==> src/rtl/pacc_ovf.sv <==
module pacc_ovf #(
  parameter int CNT_W    = 16,
  parameter int LO_W     = 8,
  parameter int FLAG_BIT = 1
) (
  input  logic             clk,
  input  logic             rst_n,
  input  logic             cnt_en,
  input  logic             wide_mode,
  input  logic             sat_mode,
  input  logic             fast_clr_en,
  input  logic             edge_in,
  input  logic             sel,
  input  logic             wr,
  input  logic             addr,
  input  logic [CNT_W-1:0] wdata,
  output logic [CNT_W-1:0] rdata,
  output logic             ovf_flag
);
  localparam int HI_W = CNT_W - LO_W;

  logic [2:0]       sync_q;
  logic [CNT_W-1:0] cnt_q;
  logic             rise, inc, cnt_wr, cnt_acc, stat_wr;
  logic             lo_max, full_max, hold, set_ev, clr;
  logic [LO_W-1:0]  lo_nxt;
  logic [CNT_W-1:0] flag_word;

  always_ff @(posedge clk or negedge rst_n)
    if (!rst_n) sync_q <= '0;
    else        sync_q <= {sync_q[1:0], edge_in};

  assign rise     = sync_q[1] & ~sync_q[2];
  assign inc      = rise & cnt_en;
  assign cnt_acc  = sel & addr;
  assign cnt_wr   = cnt_acc & wr;
  assign stat_wr  = sel & wr & ~addr;

  assign lo_max   = &cnt_q[LO_W-1:0];
  assign full_max = &cnt_q;
  assign hold     = ~wide_mode & sat_mode & lo_max;
  assign set_ev   = inc & ~cnt_wr & (wide_mode ? full_max : lo_max);
  assign clr      = fast_clr_en ? cnt_acc : (stat_wr & wdata[FLAG_BIT]);
  assign lo_nxt   = cnt_q[LO_W-1:0] + {{(LO_W-1){1'b0}}, 1'b1};

  always_ff @(posedge clk or negedge rst_n)
    if (!rst_n)              cnt_q <= '0;
    else if (cnt_wr)         cnt_q <= wdata;
    else if (inc && !hold) begin
      if (wide_mode)         cnt_q <= cnt_q + {{(CNT_W-1){1'b0}}, 1'b1};
      else                   cnt_q <= {cnt_q[CNT_W-1 -: HI_W], lo_nxt};
    end

  always_ff @(posedge clk or negedge rst_n)
    if (!rst_n)      ovf_flag <= 1'b0;
    else if (set_ev) ovf_flag <= 1'b1;
    else if (clr)    ovf_flag <= 1'b0;

  always_comb begin
    flag_word           = '0;
    flag_word[FLAG_BIT] = ovf_flag;
  end

  assign rdata = !sel ? '0 : (addr ? cnt_q : flag_word);
endmodule

==> config.mk <==
export PLATFORM = sky130hd
export DESIGN_NAME = pacc_ovf
export DESIGN_NICKNAME = d
export VERILOG_FILES = /design/src/rtl/pacc_ovf.sv
export SDC_FILE = /design/constraint.sdc
export NUM_CORES = 1
export LEC_CHECK = 0
export BUFFER_PORTS_ARGS = -buffer_cell sky130_fd_sc_hd__buf_2
export CAP_MARGIN = 20
export CORE_MARGIN = 4
export CORE_UTILIZATION = 49
export CTS_CLUSTER_SIZE = 24
export DETAILED_ROUTE_END_ITERATION = 16
export GPL_TIMING_DRIVEN = 0
export PLACE_DENSITY = 0.84
export SETUP_SLACK_MARGIN = 0.4
export SLEW_MARGIN = 10
export SYNTH_ARGS = -nofsm -noshare
export SYNTH_HDL_FRONTEND = slang
export SYNTH_SLANG_ARGS = --single-unit
==> constraint.sdc <==
create_clock -name clk -period 2.3 [get_ports clk]
set_input_delay 0.575 -clock clk [delete_from_list [all_inputs] [get_ports clk]]
set_output_delay 0.575 -clock clk [all_outputs]
set_load 0.05 [all_outputs]
==> results of run 1 <==
==> flip-flops by register name, indices dropped and copies added, names as in the netlist <==
name / count
cnt_q: 16
sync_q: 3
ovf_flag: 1
==> Yosys cell counts, types with 5 or more instances <==
cell,count
nand3_1,7
nand2_1,11
dfrtp_1,20
a31oi_1,7
a21oi_1,5
and3_1,16
clkbuf_1,6
o21ai_0,14
nor2_1,11
==> layer usage <==
metal  share of wire  track usage
met5               0            0
met4           0.011       0.0680
met3           0.079       0.0285
met2            0.52        0.379
met1            0.39        0.278
==> worst reg2reg max path, cell delays in order, from the launching register on <==
cell,delay [ps]
dfrtp_1,410
nand3b_4,190
or4_4,550
buf_6,140
buf_4,120
mux2i_1,110
a211o_1,270
==> kinds of logic after synthesis <==
logic type,synth area share
flip-flops,0.396
buffers and inverters,0.0396
adder cells (fa/ha/maj),0.00991
XOR/XNOR,0.0278
AND/OR/NAND/NOR,0.326
multiplexers,0.0317
AO/OA/AOI/OAI,0.168
==> power by group <==
group / internal, mW / switching (mW)
Combinational: 0.174 / 0.218
Sequential: 0.412 / 0.0860
Clock: 0.176 / 0.129
==> metrics by stage <==
step           setup slack, ps  hold slack (ps)  total power [mW]  utilization  std cells
2_1_floorplan              396              279             0.709            -        146
3_3_place_gp              58.2              337             0.796        0.634        218
3_5_place_dp              20.8              341             0.812        0.634        218
4_1_cts                    397              196              1.14        0.696        222
5_1_grt                    374              213              1.25        0.759        231
6_report                   406              171              1.20        0.759        231
==> repair_timing <==
| item | CTS | global route |
|---|---|---|
| setup buffers | 0 | 8 |
| gates resized for setup | 30 | 23 |
| cloned | 0 | 1 |
| endpoints found under the setup margin | 16 | 18 |
| pin swaps | 0 | 4 |
| hold buffers | 0 | 0 |
==> path summary, 6_finish.rpt <==
| check | startpoint | to | cells after the start |
|---|---|---|---|
| worst max-delay path | sync_q[2]$_DFF_PN0_ | cnt_q[15]$_DFFE_PN0P_ | 6 |
| worst min-delay path | rst_n | cnt_q[11]$_DFFE_PN0P_ | 1 |
| worst max register to register | sync_q[2]$_DFF_PN0_ | cnt_q[15]$_DFFE_PN0P_ | 6 |
| worst min register to register | sync_q[0]$_DFF_PN0_ | sync_q[1]$_DFF_PN0_ | 0 |
| max in group asynchronous | rst_n | cnt_q[1]$_DFFE_PN0P_ | 1 |
| min in group clk | edge_in | sync_q[0]$_DFF_PN0_ | 1 |
==> area by class of cell <==
| cell class | count | area [sq um] | share of cell area |
|---|---|---|---|
| clock buffer | 3 | 22.5 | 0.0120 |
| multi-input combinational | 114 | 798 | 0.424 |
| sequential | 20 | 508 | 0.270 |
| inverter | 4 | 15.0 | 0.00798 |
| clock inverter | 1 | 30.0 | 0.0160 |
| tap | 30 | 37.5 | 0.0200 |
| timing repair buffer | 51 | 384 | 0.204 |
| buffer | 8 | 85.1 | 0.0452 |
==> impl_metrics.py, run 1 <==
metrics = {
    "outcome": {
        "status": "complete, no violations",
    },
    "clock_network": {
        "clockBufferDepth": 2,
        "cts-root-buf": "clkbuf_4",
        "clkLatencyLatePin_ps": 330,
        "path_clk_slew_ps": 140,
        "cts_tree": "yes",
        "cts_sinks": 20,
        "cts_max_level": 1,
        "numCtsBuffers": 3,
    },
    "yosys": {
        "avgSynthCellArea_sq_um": 8.65,
        "synth_largest_area_cell": "dfrtp_1",
        "ys_types": 37,
        "synthFlopType": "dfrtp_1",
        "synth_area_leaders": "dfrtp_1 (40%), and3_1 (7.9%), o21ai_0 (5.6%)",
        "postSynthCellCount": 146,
        "synth-edff-count": 0,
        "synth_seq_cells": 20,
        "ys_warn_count": 0,
        "ys_seq_area_frac": 0.396,
        "syn_area_sq_mm": 0.00126,
        "netlist.area_leader.share": 0.396,
        "synth.net_count": 173,
        "async_reset_ff_frac": 1.00,
    },
    "final_layout": {
        "diodes": 0,
        "final_cell_mix": "buf_2 (29), o21ai_0 (14), dfrtp_1 (14)",
        "synthToLayoutAreaGrowth_pct": 49.0,
        "nets": 229,
        "drive_gt1_frac": 0.413,
        "final_area_sq_mm": 0.00188,
        "n_fill_cell": 177,
        "layout_commonest_cell": "buf_2",
    },
    "sta": {
        "fin_crit_sh": 0.823,
        "tightest_slew_ps": 530,
        "report.final.hold_viol_count": 0,
        "fin_worst_skew_ps": 12.0,
        "fin_setup_tns_ps": 0,
        "min_period_ps": 1890,
        "slew_viol_final": 0,
        "rsz0062_at_grt": "no",
        "max_freq_ghz": 0.528,
        "setup_viol": 0,
        "slew_headroom": 0.638,
    },
    "worst_setup_path": {
        "critPathMaxFanout": 6,
        "crit_type": "reg -> reg",
        "critPathArrivalTime_ps": 2120,
        "critPathTopFamily": "simple AND/OR/NAND/NOR gates",
        "crit_buf_inv": 2,
        "max_stage_delay_ps": 550,
        "endpoint_kind": "register",
        "worst_setup_path_start_kind": "register",
        "worstPathRequired_ps": 2530,
        "critPathSlowestCell": "or4_4",
        "crit_chain": "nand3b_4 > or4_4 > buf_6 > buf_4 > mux2i_1 > a211o_1",
        "r2r_setup_slack_ps": 410,
    },
    "floorplanning": {
        "fp-row-count": 18,
        "start_util": 0.510,
        "coreArea_sq_mm": 0.00248,
        "die_w_um": 58.8,
        "ios": 43,
        "die_h_um": 58.8,
        "fp.dieArea_sq_mm": 0.00345,
    },
    "place": {
        "placedInstanceArea_sq_mm": 0.00157,
        "place_hpwl_mm": 2.62,
        "routabilityCongestion": 0.871,
        "numPortBuffers": 42,
    },
    "grt": {
        "grt_pass1_wl_mm": 5.86,
        "grt_util_all_layers": 0.217,
        "antenna_found_initial": 0,
        "grt-ovfl-total": 0,
        "grt_max_degree": 21,
        "grt_pass1_vias": 1332,
    },
    "run": {
        "drv_cap": 0,
    },
    "power": {
        "p_leak_nw": 0.835,
        "power.density_mw_per_mm2": 636,
        "vdd_ir_drop_max_uv": 535,
    },
    "detailed_routing": {
        "finalWirelength_mm": 3.89,
        "avgRoutedWirePerCell_um": 16.8,
        "vias": 1405,
        "drc": 0,
        "routed_via_density": 6.08,
        "firstDrtPassIters": 5,
        "final_antenna_net_count": 0,
        "drtIter0Drc": 75,
    },
    "hold_path": {
        "min_path_type": "in -> async",
    },
}
(Power assumes the default switching activity.)
==> run 2: changes to the inputs <==
--- a/config.mk
+++ b/config.mk
@@ -8,11 +8,11 @@
 export BUFFER_PORTS_ARGS = -buffer_cell sky130_fd_sc_hd__buf_2
 export CAP_MARGIN = 20
 export CORE_MARGIN = 4
-export CORE_UTILIZATION = 49
+export CORE_UTILIZATION = 45
 export CTS_CLUSTER_SIZE = 24
 export DETAILED_ROUTE_END_ITERATION = 16
 export GPL_TIMING_DRIVEN = 0
-export PLACE_DENSITY = 0.84
+export PLACE_DENSITY = 0.82
 export SETUP_SLACK_MARGIN = 0.4
 export SLEW_MARGIN = 10
 export SYNTH_ARGS = -nofsm -noshare
==> constraint.sdc (replaced) <==
create_clock -name clk -period 1.7 [get_ports clk]
set_input_delay 0.425 -clock clk [delete_from_list [all_inputs] [get_ports clk]]
set_output_delay 0.425 -clock clk [all_outputs]
set_load 0.05 [all_outputs]
==> run 2 against run 1 <==
  * Synthesized cell count unchanged
  * The flow now stops in 5_1_grt
  * Area after synthesis unchanged
==> impl_metrics.py, run 2 <==
metrics = {
    "outcome": {
        "status": "aborted with a tool error",
        "stop_stage": "5_1_grt",
        "error": "[ERROR DPL-0033] detailed placement checks failed during check placement.",
    },
    "floorplanning": {
        "start_util": 0.492,
        "ios": 43,
        "die_w_um": 61.0,
        "die_h_um": 61.0,
        "fp-row-count": 18,
    },
    "place": {
        "numPortBuffers": 42,
        "pre_cts_ws_ps": -322,
        "routabilityCongestion": 0.858,
        "placedInstanceArea_sq_mm": 0.00162,
        "place_hpwl_mm": 2.74,
    },
    "yosys": {
        "postSynthCellCount": 146,
        "synth_seq_cells": 20,
        "async_reset_ff_frac": 1.00,
        "synth-edff-count": 0,
        "ys_seq_area_frac": 0.396,
        "synth_area_leaders": "dfrtp_1 (40%), and3_1 (7.9%), o21ai_0 (5.6%)",
        "synth_largest_area_cell": "dfrtp_1",
        "syn_area_sq_mm": 0.00126,
        "ys_warn_count": 0,
        "netlist.area_leader.share": 0.396,
        "avgSynthCellArea_sq_um": 8.65,
        "synthFlopType": "dfrtp_1",
        "synth.net_count": 173,
        "yosysMostFrequentCell": "dfrtp_1",
        "ys_types": 37,
        "synth_common_cells": "dfrtp_1 (20), and3_1 (16), o21ai_0 (14)",
    },
    "grt": {
        "grt_max_degree": 21,
        "antenna_found_initial": 0,
    },
    "clock_network": {
        "cts_hold_buf": 0,
        "numCtsBuffers": 3,
        "clockBufferDepth": 2,
        "cts-root-buf": "clkbuf_4",
        "cts_sinks": 20,
        "cts_max_level": 1,
    },
    "sta": {
        "worstEpCategory": "register data pin",
        "crit_endpoint": "cnt_q[9]$_DFFE_PN0P_/D",
    },
}
run 2: cell counts after synthesis:
Identical to the previous run, type by type.
run 2: cell families after synthesis:
| family | count (synthesis) | share of synthesized area |
|---|---|---|
| simple gates | 70 | 0.326 |
| compound gates | 35 | 0.168 |
| buf+inv | 12 | 0.0396 |
| mux | 4 | 0.0317 |
| fa+ha+maj | 1 | 0.00991 |
| flops | 20 | 0.396 |
| xor+xnor | 4 | 0.0278 |
run 2: timing repair:
| action | 4_1_cts |
|---|---|
| endpoints found under the hold margin | 0 |
| pin swaps | 15 |
| gates cloned | 3 |
| buffers inserted | 24 |
| setup endpoints to repair | 33 |
| gates resized for setup | 93 |
run 2: per-stage QoR:
stage	cells	TNS [ps]
after CTS	249	-587
after global placement	218	-609
after detailed placement	218	-907
after floorplan	146	-33.9
==> run 3: changes to the inputs <==
--- a/config.mk
+++ b/config.mk
@@ -7,13 +7,11 @@
 export LEC_CHECK = 0
 export BUFFER_PORTS_ARGS = -buffer_cell sky130_fd_sc_hd__buf_2
 export CAP_MARGIN = 20
-export CORE_MARGIN = 4
-export CORE_UTILIZATION = 45
-export CTS_CLUSTER_SIZE = 24
+export CORE_AREA = 4 4 65 67
 export DETAILED_ROUTE_END_ITERATION = 16
+export DIE_AREA = 0 0 69 71
 export GPL_TIMING_DRIVEN = 0
-export PLACE_DENSITY = 0.82
-export SETUP_SLACK_MARGIN = 0.4
+export PLACE_DENSITY_LB_ADDON = 0.15
 export SLEW_MARGIN = 10
 export SYNTH_ARGS = -nofsm -noshare
 export SYNTH_HDL_FRONTEND = slang
==> constraint.sdc (replaced) <==
create_clock -name clk -period 2.2 [get_ports clk]
set_input_delay 0.55 -clock clk [delete_from_list [all_inputs] [get_ports clk]]
set_output_delay 0.55 -clock clk [all_outputs]
set_load 0.05 [all_outputs]
==> run 3 against run 2 <==
  * The run now ends clean
==> impl_metrics.py, run 3 (synthesized netlist as in run 1, its figures left out) <==
metrics = {
    "outcome": {
        "status": "complete, no violations",
    },
    "final_layout": {
        "top_register": "cnt_q",
        "diodes": 0,
        "fin_util": 0.436,
        "nets": 219,
        "top_regs": "cnt_q (16), sync_q (3), ovf_flag (1)",
        "synthToLayoutAreaGrowth_pct": 25.6,
        "layout_commonest_cell": "buf_2",
        "regArea_sq_um": 500,
        "n_fill_cell": 411,
        "drive_gt1_frac": 0.277,
        "final_cell_mix": "buf_2 (42), dfrtp_1 (20), and3_1 (16)",
        "multi_input_area_sq_um": 712,
        "largest_register_ffs": 16,
        "final_cells": 239,
    },
    "sta": {
        "slew_headroom": 0.658,
        "max_freq_ghz": 0.488,
        "rsz0062_at_grt": "no",
        "report.final.hold_viol_count": 0,
        "setup_viol": 0,
        "fin_crit_sh": 0.932,
        "fin_worst_skew_ps": 3.06,
        "slew_viol_final": 0,
        "min_period_ps": 2050,
        "fin_setup_tns_ps": 0,
        "whs_ps": 240,
        "tightest_slew_ps": 513,
    },
    "clock_network": {
        "cts_max_level": 1,
        "clkLatencyLatePin_ps": 250,
        "cts_tree": "yes",
        "clockBufferDepth": 2,
        "numCtsBuffers": 3,
        "cts_sinks": 20,
        "cts-root-buf": "clkbuf_8",
        "post_cts.repair.setup_buffers": 0,
        "cts_hold_buf": 0,
        "ctsResizeCount": 1,
        "path_clk_slew_ps": 70,
    },
    "floorplanning": {
        "die_w_um": 69,
        "coreArea_sq_mm": 0.00363,
        "fp-row-count": 22,
        "start_util": 0.347,
        "ios": 43,
        "fp.dieArea_sq_mm": 0.00490,
        "die_h_um": 71,
    },
    "worst_setup_path": {
        "worstPathRequired_ps": 1650,
        "worstReg2RegStart": "cnt_q[5]$_DFFE_PN0P_",
        "crit_path_frequent_cell": "buf_2",
        "worst_setup_path_start_kind": "input pin",
        "crit_chain": "buf_2 > clkbuf_1 > and3_1 > buf_2",
        "endpoint_kind": "output pin",
        "critPathArrivalTime_ps": 1500,
        "max_stage_delay_ps": 300,
        "crit_start": "sel",
        "critPathSlowestCell": "clkbuf_1",
        "critPathMaxFanout": 10,
        "crit_type": "in -> out",
    },
    "grt": {
        "antenna_found_initial": 0,
        "met3_usage": 0.0341,
        "grt-ovfl-total": 0,
        "grt_pass1_vias": 1271,
        "grt_util_all_layers": 0.147,
        "use_met2": 0.266,
        "grt-busiest-layer": "met2",
        "grt_max_degree": 21,
        "grt_pass1_wl_mm": 5.94,
        "met1_usage": 0.181,
    },
    "place": {
        "routabilityCongestion": 0.824,
        "numPortBuffers": 42,
        "place_hpwl_mm": 2.65,
        "dp.cells": 236,
    },
    "power": {
        "seq_power_share": 0.455,
        "p_int_mw": 0.701,
        "power.density_mw_per_mm2": 696,
        "power_switching_mw": 0.403,
        "p_leak_nw": 0.769,
        "p_sw_frac": 0.365,
        "clkPwrFrac": 0.255,
        "vdd_ir_drop_max_uv": 291,
        "p_comb_frac": 0.291,
    },
    "run": {
        "drv_cap": 0,
    },
    "detailed_routing": {
        "final_antenna_net_count": 0,
        "avgRoutedWirePerCell_um": 14.5,
        "drc": 0,
        "finalWirelength_mm": 3.46,
        "vias": 1270,
        "drtIter0Drc": 68,
        "firstDrtPassIters": 4,
        "routed_via_density": 5.31,
    },
    "hold_path": {
        "min_path_type": "in -> async",
    },
}
==> run 3: cell type report <==
class	instances	share of cell area
multi-input combinational	114	0.449
sequential	20	0.316
timing repair buffer	42	0.133
tap	48	0.0379
clock buffer	4	0.0347
buffer	7	0.0205
inverter	4	0.00947
==> run 3: stage by stage <==
step / power, mW / area (sq um) / worst slack (ps)
after floorplan: 0.723 / 1260 / 99.6
after global placement: 0.819 / 1530 / -108
after detailed placement: 0.831 / 1530 / -120
after CTS: 1.11 / 1590 / 3.09
after global routing: 1.18 / 1590 / 41.7
final: 1.10 / 1590 / 150
==> run 3: worst max-delay path, delay by kind of cell <==
| kind | cells | cell delay (ps) |
|---|---|---|
| and+or+nand+nor | 1 | 230 |
| buffers and inverters | 3 | 710 |
==> run 3: power by group through the flow <==
stage | registers, mW | logic, mW | clock network [mW]
global route | 0.512 | 0.360 | 0.310
detailed placement | 0.507 | 0.324 | 0
finish | 0.502 | 0.321 | 0.281
floorplan | 0.486 | 0.237 | 0
CTS | 0.501 | 0.325 | 0.288
global placement | 0.504 | 0.316 | 0
==> run 3: metal layers <==
| layer | vias up | part of all wire |
|---|---|---|
| met3 | 2 | 0.063 |
| met4 | 0 | 0.0052 |
| li1 | 636 | - |
| met1 | 594 | 0.44 |
| met2 | 38 | 0.49 |
| met5 | - | 0 |
==> run 3: worst paths after layout <==
kind / cells after the start / slack, ps / end
setup reg to reg: 5 / 310 / cnt_q[11]$_DFFE_PN0P_
hold / removal: 1 / 240 / cnt_q[8]$_DFFE_PN0P_
min in group clk: 0 / 350 / sync_q[1]$_DFF_PN0_
hold reg to reg: 0 / 350 / sync_q[1]$_DFF_PN0_
max in group asynchronous: 1 / 1640 / ovf_flag$_DFFE_PN0P_
setup / recovery: 4 / 150 / rdata[6]
==> run 4: changes to the inputs <==
==> constraint.sdc (replaced) <==
create_clock -name clk -period 2.4 [get_ports clk]
set_input_delay 0.6 -clock clk [delete_from_list [all_inputs] [get_ports clk]]
set_output_delay 0.6 -clock clk [all_outputs]
set_load 0.01 [all_outputs]
==> run 4 against run 3 <==
  * Global-route usage unchanged
  * First-iteration DRC count down 21%
  * Utilization up 0.10 points
  * Sequential power down 8.6%
  * Flip-flop and latch count unchanged
==> impl_metrics.py, run 4 (synthesized netlist as in run 1, its figures left out) <==
metrics = {
    "outcome": {
        "status": "complete, no violations",
    },
    "detailed_routing": {
        "drc": 0,
        "routed_via_density": 5.28,
        "finalWirelength_mm": 3.47,
        "vias": 1268,
        "wl_met1_mm": 1.52,
        "avgRoutedWirePerCell_um": 14.5,
        "wl_met3_um": 222,
        "wl_met2_mm": 1.71,
        "highest-signal-layer": "met4",
        "firstDrtPassIters": 4,
        "final_antenna_net_count": 0,
        "drtIter0Drc": 54,
    },
    "final_layout": {
        "nets": 220,
        "top_register": "cnt_q",
        "final_cells": 240,
        "synthToLayoutAreaGrowth_pct": 25.9,
        "largest_register_ffs": 16,
        "fin_util": 0.437,
        "final_cell_mix": "buf_2 (42), dfrtp_1 (20), and3_1 (16)",
        "layout_commonest_cell": "buf_2",
        "top_regs": "cnt_q (16), sync_q (3), ovf_flag (1)",
        "diodes": 0,
        "drive_gt1_frac": 0.276,
    },
    "floorplanning": {
        "fp.dieArea_sq_mm": 0.00490,
        "start_util": 0.347,
        "die_h_um": 71,
        "die_w_um": 69,
        "fp-row-count": 22,
        "ios": 43,
        "coreArea_sq_mm": 0.00363,
    },
    "sta": {
        "whs_ps": 291,
        "max_freq_ghz": 0.465,
        "slew_headroom": 0.668,
        "fin_worst_skew_ps": 2.51,
        "setup_viol": 0,
        "report.final.hold_viol_count": 0,
        "fin_crit_sh": 0.895,
        "min_period_ps": 2150,
        "rsz0062_at_grt": "no",
        "slew_viol_final": 0,
        "fin_setup_tns_ps": 0,
        "tightest_slew_ps": 486,
    },
    "worst_setup_path": {
        "endpoint_kind": "output pin",
        "critPathMaxFanout": 10,
        "critPathArrivalTime_ps": 1550,
        "crit_type": "in -> out",
        "crit_chain": "buf_2 > clkbuf_1 > clkbuf_2 > and3_2 > buf_2",
        "crit_path_frequent_cell": "buf_2",
        "crit_buf_inv": 4,
        "critPathSlowestCell": "clkbuf_1",
        "worst_setup_path_start_kind": "input pin",
        "worstPathRequired_ps": 1800,
        "max_stage_delay_ps": 290,
        "critPathTopFamily": "buffers and inverters",
    },
    "power": {
        "p_comb_frac": 0.244,
        "seq_power_share": 0.484,
        "power.density_mw_per_mm2": 597,
        "p_int_mw": 0.642,
        "total_power_mw": 0.948,
        "clkPwrFrac": 0.271,
        "vdd_ir_drop_max_uv": 266,
        "p_sw_frac": 0.323,
        "p_leak_nw": 0.770,
        "power_switching_mw": 0.306,
    },
    "clock_network": {
        "cts_sinks": 20,
        "post_cts.repair.setup_buffers": 0,
        "numCtsBuffers": 3,
        "cts_tree": "yes",
        "path_clk_slew_ps": 70,
        "cts_max_level": 1,
        "clkLatencyLatePin_ps": 250,
        "cts-root-buf": "clkbuf_8",
        "clockBufferDepth": 2,
        "cts_hold_buf": 0,
    },
    "hold_path": {
        "min_path_type": "in -> async",
    },
    "place": {
        "routabilityCongestion": 0.824,
        "place_hpwl_mm": 2.65,
        "dp.cells": 236,
        "numPortBuffers": 42,
    },
    "grt": {
        "grt_util_all_layers": 0.147,
        "antenna_found_initial": 0,
        "grt_pass1_vias": 1271,
        "grt-ovfl-total": 0,
        "grt_pass1_wl_mm": 5.94,
        "grt_max_degree": 21,
    },
    "run": {
        "drv_cap": 0,
    },
}
run 4: cell types whose count changed in the layout (fill, tap and decap cells not counted), sizes merged:
cell,delta
clkbuf,+1
run 4: what timing repair did:
action | 4_1_cts | 5_1_grt
endpoints found under the hold margin | 0 | 0
setup endpoints to repair | 0 | 5
resized for setup | 0 | 2
run 4: power by group through the flow:
stage | Combinational (mW) | Clock, mW | Sequential (mW)
3_3_place_gp | 0.227 | 0 | 0.462
6_report | 0.232 | 0.257 | 0.459
2_1_floorplan | 0.154 | 0 | 0.445
5_1_grt | 0.267 | 0.284 | 0.469
3_5_place_dp | 0.234 | 0 | 0.465
4_1_cts | 0.235 | 0.264 | 0.459
run 4: through the flow:
stage	worst slack [ps]	area, sq um
5_1_grt	123	1590
3_3_place_gp	125	1530
6_report	251	1590
3_5_place_dp	112	1530
2_1_floorplan	494	1260
4_1_cts	110	1590
run 4: cell type report:
class	count	area [sq um]
Sequential cell	20	500
Multi-Input combinational cell	114	712
Tap cell	48	60.1
Timing Repair Buffer	42	210
Clock buffer	4	55.1
Fill cell	409	2040
Buffer	8	36.3
Inverter	4	15.0
run 4: routing by layer:
layer | global-route usage | vias up
met5 | 0 | -
met4 | 0.0260 | 0
met3 | 0.0341 | 2
met2 | 0.266 | 38
met1 | 0.181 | 589
li1 | - | 639
run 4: final timing paths:
check,end,from,cells past startpoint,slack [ps]
min reg2reg,sync_q[1]$_DFF_PN0_,sync_q[0]$_DFF_PN0_,0,350
max,rdata[5],addr,5,250
max reg2reg,cnt_q[11]$_DFFE_PN0P_,sync_q[2]$_DFF_PN0_,5,520
min in group clk,sync_q[1]$_DFF_PN0_,sync_q[0]$_DFF_PN0_,0,350
max in group asynchronous,cnt_q[0]$_DFFE_PN0P_,rst_n,1,1790
min,cnt_q[8]$_DFFE_PN0P_,rst_n,1,290
run 4: worst register-to-register path, cell delays in order (launching register included):
cell	delay, ps
dfrtp_1	380
nand3b_4	200
or4_1	520
clkbuf_2	170
or3_1	360
a31oi_1	170
